File: src/rtl/spiwb_pkg.sv
package spiwb_pkg;

    // frame sequencer states
    typedef enum logic [2:0] {
        FR_IDLE  = 3'd0,
        FR_HDR   = 3'd1,
        FR_WDATA = 3'd2,
        FR_RDATA = 3'd3,
        FR_DONE  = 3'd4
    } frame_st_t;

    // bus master states
    typedef enum logic {
        WB_IDLE = 1'b0,
        WB_BUSY = 1'b1
    } wb_st_t;

endpackage

File: src/rtl/spiwb_sync.sv
module spiwb_sync #(
    parameter int STAGES = 2
) (
    input  logic clk,
    input  logic rst,
    input  logic sclk_i,
    input  logic cs_n_i,
    input  logic mosi_i,
    output logic sclk_rise,
    output logic sclk_fall,
    output logic cs_act,
    output logic mosi_s
);

    logic [STAGES-1:0] sclk_q;
    logic [STAGES-1:0] cs_q;
    logic [STAGES-1:0] mosi_q;
    logic              sclk_d;

    generate
        if (STAGES == 1) begin : g_one
            always_ff @(posedge clk) begin
                if (rst) begin
                    sclk_q <= '0;
                    cs_q   <= '1;
                    mosi_q <= '0;
                end else begin
                    sclk_q <= sclk_i;
                    cs_q   <= cs_n_i;
                    mosi_q <= mosi_i;
                end
            end
        end else begin : g_many
            always_ff @(posedge clk) begin
                if (rst) begin
                    sclk_q <= '0;
                    cs_q   <= '1;
                    mosi_q <= '0;
                end else begin
                    sclk_q <= {sclk_q[STAGES-2:0], sclk_i};
                    cs_q   <= {cs_q[STAGES-2:0], cs_n_i};
                    mosi_q <= {mosi_q[STAGES-2:0], mosi_i};
                end
            end
        end
    endgenerate

    always_ff @(posedge clk) begin
        if (rst) begin
            sclk_d <= 1'b0;
        end else begin
            sclk_d <= sclk_q[STAGES-1];
        end
    end

    assign sclk_rise = sclk_q[STAGES-1] & ~sclk_d;
    assign sclk_fall = ~sclk_q[STAGES-1] & sclk_d;
    assign cs_act    = ~cs_q[STAGES-1];
    assign mosi_s    = mosi_q[STAGES-1];

endmodule

File: src/rtl/spiwb_wbm.sv
module spiwb_wbm
    import spiwb_pkg::*;
#(
    parameter int AW = 14,
    parameter int DW = 16
) (
    input  logic          clk,
    input  logic          rst,
    input  logic          req,
    input  logic          req_we,
    input  logic [AW-1:0] req_adr,
    input  logic [DW-1:0] req_dat,
    input  logic          wb_ack,
    input  logic [DW-1:0] wb_dat_i,
    output logic          wb_cyc,
    output logic          wb_stb,
    output logic          wb_we,
    output logic [AW-1:0] wb_adr,
    output logic [DW-1:0] wb_dat_o,
    output logic [DW/8-1:0] wb_sel,
    output logic [DW-1:0] rd_data
);

    wb_st_t        st_q;
    wb_st_t        st_nxt;
    logic          we_q;
    logic [AW-1:0] adr_q;
    logic [DW-1:0] dat_q;
    logic [DW-1:0] rd_q;

    // state register
    always_ff @(posedge clk) begin
        if (rst) st_q <= WB_IDLE;
        else     st_q <= st_nxt;
    end

    // transitions
    always_comb begin
        st_nxt = st_q;
        unique case (st_q)
            WB_IDLE: if (req)    st_nxt = WB_BUSY;
            WB_BUSY: if (wb_ack) st_nxt = WB_IDLE;
            default:             st_nxt = WB_IDLE;
        endcase
    end

    // request capture and read data latch
    always_ff @(posedge clk) begin
        if (rst) begin
            we_q  <= 1'b0;
            adr_q <= '0;
            dat_q <= '0;
            rd_q  <= '0;
        end else begin
            if (st_q == WB_IDLE && req) begin
                we_q  <= req_we;
                adr_q <= req_adr;
                dat_q <= req_dat;
            end
            if (st_q == WB_BUSY && wb_ack && !we_q) begin
                rd_q <= wb_dat_i;
            end
        end
    end

    // outputs
    always_comb begin
        wb_cyc = 1'b0;
        wb_stb = 1'b0;
        unique case (st_q)
            WB_IDLE: ;
            WB_BUSY: begin
                wb_cyc = 1'b1;
                wb_stb = 1'b1;
            end
            default: ;
        endcase
    end

    assign wb_we    = we_q;
    assign wb_adr   = adr_q;
    assign wb_dat_o = dat_q;
    assign wb_sel   = '1;
    assign rd_data  = rd_q;

endmodule

File: src/rtl/spiwb_frame.sv
module spiwb_frame
    import spiwb_pkg::*;
#(
    parameter int DW       = 16,
    parameter int AW       = 14,
    parameter int HDR_BITS = 16,
    parameter bit BURST_EN = 1'b1
) (
    input  logic          clk,
    input  logic          rst,
    input  logic          rise,
    input  logic          fall,
    input  logic          cs_act,
    input  logic          mosi,
    input  logic [DW-1:0] rd_data,
    output logic          req,
    output logic          req_we,
    output logic [AW-1:0] req_adr,
    output logic [DW-1:0] req_dat,
    output logic          miso
);

    localparam int MAXB  = (HDR_BITS > DW) ? HDR_BITS : DW;
    localparam int CNT_W = $clog2(MAXB);
    localparam logic [CNT_W-1:0] HDR_LAST  = CNT_W'(HDR_BITS - 1);
    localparam logic [CNT_W-1:0] WORD_LAST = CNT_W'(DW - 1);

    frame_st_t         st_q;
    frame_st_t         st_nxt;
    logic [CNT_W-1:0]  bcnt;
    logic [HDR_BITS-2:0] hdr_sh;
    logic [DW-2:0]     wr_sh;
    logic [DW-1:0]     rd_sh;
    logic              miso_q;
    logic [AW-1:0]     addr;
    logic              burst_q;

    logic [HDR_BITS-1:0] hdr_full;
    logic              hdr_dir;
    logic              hdr_burst;
    logic [AW-1:0]     hdr_adr;
    logic [DW-1:0]     wr_word;
    logic [AW-1:0]     addr_inc;

    assign hdr_full  = {hdr_sh, mosi};
    assign hdr_dir   = hdr_full[HDR_BITS-1];
    assign hdr_burst = BURST_EN && hdr_full[HDR_BITS-2];
    assign hdr_adr   = hdr_full[AW-1:0];
    assign wr_word   = {wr_sh, mosi};
    assign addr_inc  = addr + AW'(1);

    // state register
    always_ff @(posedge clk) begin
        if (rst) st_q <= FR_IDLE;
        else     st_q <= st_nxt;
    end

    // transitions
    always_comb begin
        st_nxt = st_q;
        unique case (st_q)
            FR_IDLE:  if (cs_act) st_nxt = FR_HDR;
            FR_HDR:   if (fall && bcnt == HDR_LAST)
                          st_nxt = hdr_dir ? FR_WDATA : FR_RDATA;
            FR_WDATA: if (fall && bcnt == WORD_LAST && !burst_q)
                          st_nxt = FR_DONE;
            FR_RDATA: if (fall && bcnt == WORD_LAST && !burst_q)
                          st_nxt = FR_DONE;
            FR_DONE:  st_nxt = FR_DONE;
            default:  st_nxt = FR_IDLE;
        endcase
        if (!cs_act) st_nxt = FR_IDLE;
    end

    // datapath: counters, shifters, requests
    always_ff @(posedge clk) begin
        if (rst) begin
            bcnt    <= '0;
            hdr_sh  <= '0;
            wr_sh   <= '0;
            rd_sh   <= '0;
            miso_q  <= 1'b0;
            addr    <= '0;
            burst_q <= 1'b0;
            req     <= 1'b0;
            req_we  <= 1'b0;
            req_adr <= '0;
            req_dat <= '0;
        end else if (!cs_act) begin
            bcnt    <= '0;
            miso_q  <= 1'b0;
            burst_q <= 1'b0;
            req     <= 1'b0;
        end else begin
            req <= 1'b0;
            case (st_q)
                FR_HDR: begin
                    if (fall) begin
                        hdr_sh <= hdr_full[HDR_BITS-2:0];
                        if (bcnt == HDR_LAST) begin
                            bcnt    <= '0;
                            addr    <= hdr_adr;
                            burst_q <= hdr_burst;
                            if (!hdr_dir) begin
                                req     <= 1'b1;
                                req_we  <= 1'b0;
                                req_adr <= hdr_adr;
                            end
                        end else begin
                            bcnt <= bcnt + CNT_W'(1);
                        end
                    end
                end
                FR_WDATA: begin
                    if (fall) begin
                        wr_sh <= wr_word[DW-2:0];
                        if (bcnt == WORD_LAST) begin
                            bcnt    <= '0;
                            req     <= 1'b1;
                            req_we  <= 1'b1;
                            req_adr <= addr;
                            req_dat <= wr_word;
                            addr    <= addr_inc;
                        end else begin
                            bcnt <= bcnt + CNT_W'(1);
                        end
                    end
                end
                FR_RDATA: begin
                    if (rise) begin
                        if (bcnt == '0) begin
                            miso_q <= rd_data[DW-1];
                            rd_sh  <= {rd_data[DW-2:0], 1'b0};
                            if (burst_q) begin
                                addr    <= addr_inc;
                                req     <= 1'b1;
                                req_we  <= 1'b0;
                                req_adr <= addr_inc;
                            end
                        end else begin
                            miso_q <= rd_sh[DW-1];
                            rd_sh  <= {rd_sh[DW-2:0], 1'b0};
                        end
                    end
                    if (fall) begin
                        if (bcnt == WORD_LAST) bcnt <= '0;
                        else                   bcnt <= bcnt + CNT_W'(1);
                    end
                end
                default: ;
            endcase
        end
    end

    // output
    always_comb begin
        miso = 1'b0;
        unique case (st_q)
            FR_RDATA: miso = miso_q;
            default:  miso = 1'b0;
        endcase
    end

endmodule

File: src/rtl/spiwb_bridge.sv
module spiwb_bridge #(
    parameter int DATA_W   = 16,
    parameter bit EXT_ADDR = 1'b1,
    parameter bit BURST_EN = 1'b1,
    parameter int SYNC_STG = 2,
    localparam int HDR_BITS = EXT_ADDR ? 16 : 8,
    localparam int ADDR_W   = HDR_BITS - 1 - (BURST_EN ? 1 : 0),
    localparam int SEL_W    = DATA_W / 8
) (
    input  logic              clk,
    input  logic              rst,
    input  logic              spi_sclk,
    input  logic              spi_cs_n,
    input  logic              spi_mosi,
    output logic              spi_miso,
    output logic [ADDR_W-1:0] wb_adr_o,
    output logic [DATA_W-1:0] wb_dat_o,
    input  logic [DATA_W-1:0] wb_dat_i,
    output logic              wb_we_o,
    output logic [SEL_W-1:0]  wb_sel_o,
    output logic              wb_stb_o,
    output logic              wb_cyc_o,
    input  logic              wb_ack_i
);

    logic              rise;
    logic              fall;
    logic              cs_act;
    logic              mosi_s;
    logic              req;
    logic              req_we;
    logic [ADDR_W-1:0] req_adr;
    logic [DATA_W-1:0] req_dat;
    logic [DATA_W-1:0] rd_data;

    spiwb_sync #(.STAGES(SYNC_STG)) u_sync (
        .clk       (clk),
        .rst       (rst),
        .sclk_i    (spi_sclk),
        .cs_n_i    (spi_cs_n),
        .mosi_i    (spi_mosi),
        .sclk_rise (rise),
        .sclk_fall (fall),
        .cs_act    (cs_act),
        .mosi_s    (mosi_s)
    );

    spiwb_frame #(
        .DW       (DATA_W),
        .AW       (ADDR_W),
        .HDR_BITS (HDR_BITS),
        .BURST_EN (BURST_EN)
    ) u_frame (
        .clk     (clk),
        .rst     (rst),
        .rise    (rise),
        .fall    (fall),
        .cs_act  (cs_act),
        .mosi    (mosi_s),
        .rd_data (rd_data),
        .req     (req),
        .req_we  (req_we),
        .req_adr (req_adr),
        .req_dat (req_dat),
        .miso    (spi_miso)
    );

    spiwb_wbm #(
        .AW (ADDR_W),
        .DW (DATA_W)
    ) u_wbm (
        .clk      (clk),
        .rst      (rst),
        .req      (req),
        .req_we   (req_we),
        .req_adr  (req_adr),
        .req_dat  (req_dat),
        .wb_ack   (wb_ack_i),
        .wb_dat_i (wb_dat_i),
        .wb_cyc   (wb_cyc_o),
        .wb_stb   (wb_stb_o),
        .wb_we    (wb_we_o),
        .wb_adr   (wb_adr_o),
        .wb_dat_o (wb_dat_o),
        .wb_sel   (wb_sel_o),
        .rd_data  (rd_data)
    );

endmodule

File: config.mk
export PLATFORM = sky130hd
export DESIGN_NAME = spiwb_bridge
export DESIGN_NICKNAME = d
export VERILOG_FILES = /design/src/rtl/spiwb_pkg.sv /design/src/rtl/spiwb_sync.sv /design/src/rtl/spiwb_wbm.sv /design/src/rtl/spiwb_frame.sv /design/src/rtl/spiwb_bridge.sv
export SDC_FILE = /design/constraint.sdc
export NUM_CORES = 1
export LEC_CHECK = 0
export ABC_AREA = 1
export BUFFER_PORTS_ARGS = -buffer_cell sky130_fd_sc_hd__buf_2
export CAP_MARGIN = 20
export CORE_AREA = 2 2 155 119
export CTS_CLUSTER_SIZE = 30
export DETAILED_ROUTE_END_ITERATION = 12
export DIE_AREA = 0 0 157 121
export GPL_ROUTABILITY_DRIVEN = 1
export SYNTH_ARGS = -nofsm -noshare
export SYNTH_HDL_FRONTEND = slang
export SYNTH_SLANG_ARGS = --single-unit
File: constraint.sdc
create_clock -name clk -period 1.8 [get_ports clk]
set_input_delay 0.54 -clock clk [delete_from_list [all_inputs] [get_ports clk]]
set_output_delay 0.54 -clock clk [all_outputs]
set_load 0.01 [all_outputs]
==> out/results.tsv <==
stage	metric	value	unit
final_layout	final_area	7840	um2
global_route	grt_pass1_vias	4970	
drt	vias	5672	
placement	dp_cells	1191	
logic_synthesis	synth.most_common_cell	nor2_1	
logic_synthesis	synth_seq_area_share	0.475	
power_and_ir_drop	powerDensity	929	nW/um2
final_layout	antennaDiodeCount	0	
drt	drt-initial-drc-count	374	
setup_path	critPathLaunchType	flip-flop	
drt	wl	14900	um
placement	numPortBuffers	55	
floorplanning	die_w	157	um
final_layout	regArea	3120	um2
timing	setup_tns	0	ns
run	cap_violations	0	
setup_path	r2r_end	u_frame.req_adr[3]	
final_layout	fill_cells	1776	
cts	clk_pin_slew	0.06	ns
floorplanning	die-area	19000	um2
floorplanning	die_h	121	um
logic_synthesis	ys_seq_elements	155	
setup_path	r2r_cells	12	
logic_synthesis	synth_edf_count	0	
global_route	grt_max_degree	59	
placement	gp_congestion	0.854	
drt	avgViaCountPerCell	4.63	
cts	worst_skew_pair.late_latency	0.42	ns
setup_path	crit_end	spi_miso	
cts	cts_tree	yes	
timing	drv_slew	0	
timing	rsz0062_at_grt	no	
logic_synthesis	synth_ff_type	dfxtp_1	
setup_path	crit_start	u_frame.st_q[2]	
global_route	grt_use_total	0.160	
hold_path	hold_path_class	primary input to flip-flop	
timing	post-route-min-period	1.74	ns
floorplanning	initial_core_util	0.376	
setup_path	critPathKind	flip-flop to primary output	
setup_path	cp_max_fo	5	
final_layout	multi_input_area	2890	um2
timing	final-hold-violation-count	0	
setup_path	worstPathArrival	1.20	ns
floorplanning	ios	58	
global_route	antenna_found_initial	0	
outcome	status	finished, final reports clean	
timing	setup_violations	0	
setup_path	cp-end-kind	primary output	
logic_synthesis	synth.largest_area_cell	dfxtp_1	
drt	drc	0	
setup_path	r2r_start	u_frame.bcnt[0]	
cts	cts.htree.levels	4	
logic_synthesis	syn-mean-instance-area	7.15	um2
final_layout	post-route-util	0.451	
logic_synthesis	ys_top_cells_by_count	190 x nor2_1, 160 x nand2_1, 155 x dfxtp_1	
logic_synthesis	netlist_instances	914	
logic_synthesis	synthArstFlopShare	0	
placement	hpwl	9630	um
final_layout	fin_cells	1226	
cts	hold_buffers	0	
drt	firstDrtPassIters	5	
setup_path	reg2reg_slack	0.10	ns
global_route	grt_first_pass_wirelength	24300	um
logic_synthesis	synthTopCellsByArea	dfxtp_1 47%, nor2_1 11%, o21ai_0 9.8%, nand2_1 9.2%, inv_1 4.5%	
logic_synthesis	ys_types	33	
floorplanning	fp.coreArea	17400	um2
cts	clock-sinks	155	
logic_synthesis	yosys_warnings	0	
global_route	overflow	0	
power_and_ir_drop	p_leak	3.47	nW
logic_synthesis	syn_area	6540	um2
drt	detail-route-antenna-nets	0	
cts	cts_buffer_depth	2	
timing	timing.hold.ws	0.306	ns
final_layout	layout.nets	996	
power_and_ir_drop	ir_drop	0.560	mV
logic_synthesis	netlist.area_leader.share	0.475	
timing	post-route-period-util	0.965	
final_layout	area_delta_synth_final	19.9	%
final_layout	drive_gt1_frac	0.154	
placement	placed_cell_area	7140	um2
timing	max_freq	576	MHz
timing	fin_skew	0.0105	ns
setup_path	required	1.26	ns
floorplanning	rows	42	
drt	wl_per_cell	12.1	um
cts	cts_made_buffers	17	
cts	cts-root-buf	clkbuf_16	
registers in the layout (all words and copies together) (netlist names), 2 cells and up:
| signal | count |
|---|---|
| u_frame.addr | 14 |
| u_frame.bcnt | 4 |
| u_wbm.wb_dat_o | 16 |
| u_sync.cs_q | 2 |
| u_frame.req_dat | 16 |
| u_sync.mosi_q | 2 |
| u_frame.req_adr | 14 |
| u_wbm.rd_data | 16 |
| u_frame.hdr_sh | 15 |
| u_frame.rd_sh | 15 |
| u_frame.st_q | 3 |
| u_frame.wr_sh | 15 |
| u_wbm.wb_adr | 14 |
| u_sync.sclk_q | 2 |
cell type report:
class | instances | share of cell area
Clock buffer | 20 | 0.0583
Multi-Input combinational cell | 627 | 0.368
Clock inverter | 12 | 0.0188
Inverter | 86 | 0.0423
Tap cell | 242 | 0.0386
Sequential cell | 155 | 0.397
Timing Repair Buffer | 84 | 0.0763
worst min path at each step:
stage | from | to | slack, ns | cells after the start
after floorplan | u_sync.mosi_q[0] | u_sync.mosi_q[1] | 0.39 | 2
after global placement | u_sync.sclk_q[0] | u_sync.sclk_q[1] | 0.40 | 2
after detailed placement | u_sync.cs_q[0] | u_sync.cs_q[1] | 0.40 | 1
after CTS | spi_cs_n | u_sync.cs_q[0] | 0.30 | 2
after global routing | spi_cs_n | u_sync.cs_q[0] | 0.29 | 2
final | spi_cs_n | u_sync.cs_q[0] | 0.31 | 2
layout by cell type (no fill, tap or decap), types with 6 or more instances in the layout:
| cell | instances |
|---|---|
| nor2_1 | 189 |
| nand2_1 | 160 |
| dfxtp_1 | 149 |
| o21ai_0 | 128 |
| inv_1 | 77 |
| a21oi_1 | 55 |
| buf_2 | 55 |
| nand3_1 | 26 |
| buf_4 | 21 |
| clkbuf_16 | 18 |
| a31oi_1 | 14 |
| nor2_2 | 8 |
| nand4_1 | 7 |
| buf_12 | 7 |
| a21boi_0 | 6 |
| inv_6 | 6 |
power by group:
part / internal, mW / switching (mW)
clock: 2.16 / 1.52
sequential: 3.44 / 0.00845
combinational: 0.0601 / 0.0976
cells by family (layout without fill, tap and decap cells):
family | count (synthesis) | count (layout) | share of synthesized area
compound gates | 210 | 210 | 0.169
buf+inv | 133 | 202 | 0.0869
simple gates | 409 | 409 | 0.259
other cells | 1 | 2 | 0.000574
flops | 155 | 155 | 0.475
fa+ha+maj | 3 | 3 | 0.00574
xor+xnor | 3 | 3 | 0.00402
critical path, stage by stage (launching register included):
cell and delay (ns):
dfxtp_4 0.37, inv_4 0.08, nand3_4 0.10, nor2_4 0.10, buf_2 0.13
metal layers:
metal  routed length [um]  global-route usage
met5                    0                   0
met4                  116              0.0384
met3                  619              0.0421
met2                 6240               0.243
met1                 7880               0.225
metrics by stage:
stage	setup slack [ns]	total power, mW
2_1_floorplan	0.251	3.63
3_3_place_gp	0.125	3.68
3_5_place_dp	0.0614	3.68
4_1_cts	0.00658	7.36
5_1_grt	0.00614	7.53
6_report	0.0637	7.28
timing repair:
item                       in CTS  in global routing
setup endpoints to repair       1                 23
cloned                          0                  1
pin swaps                       0                  1
gates resized for setup         5                 10
buffers inserted                0                  2
Note: power is estimated with default switching activity, not from simulation.
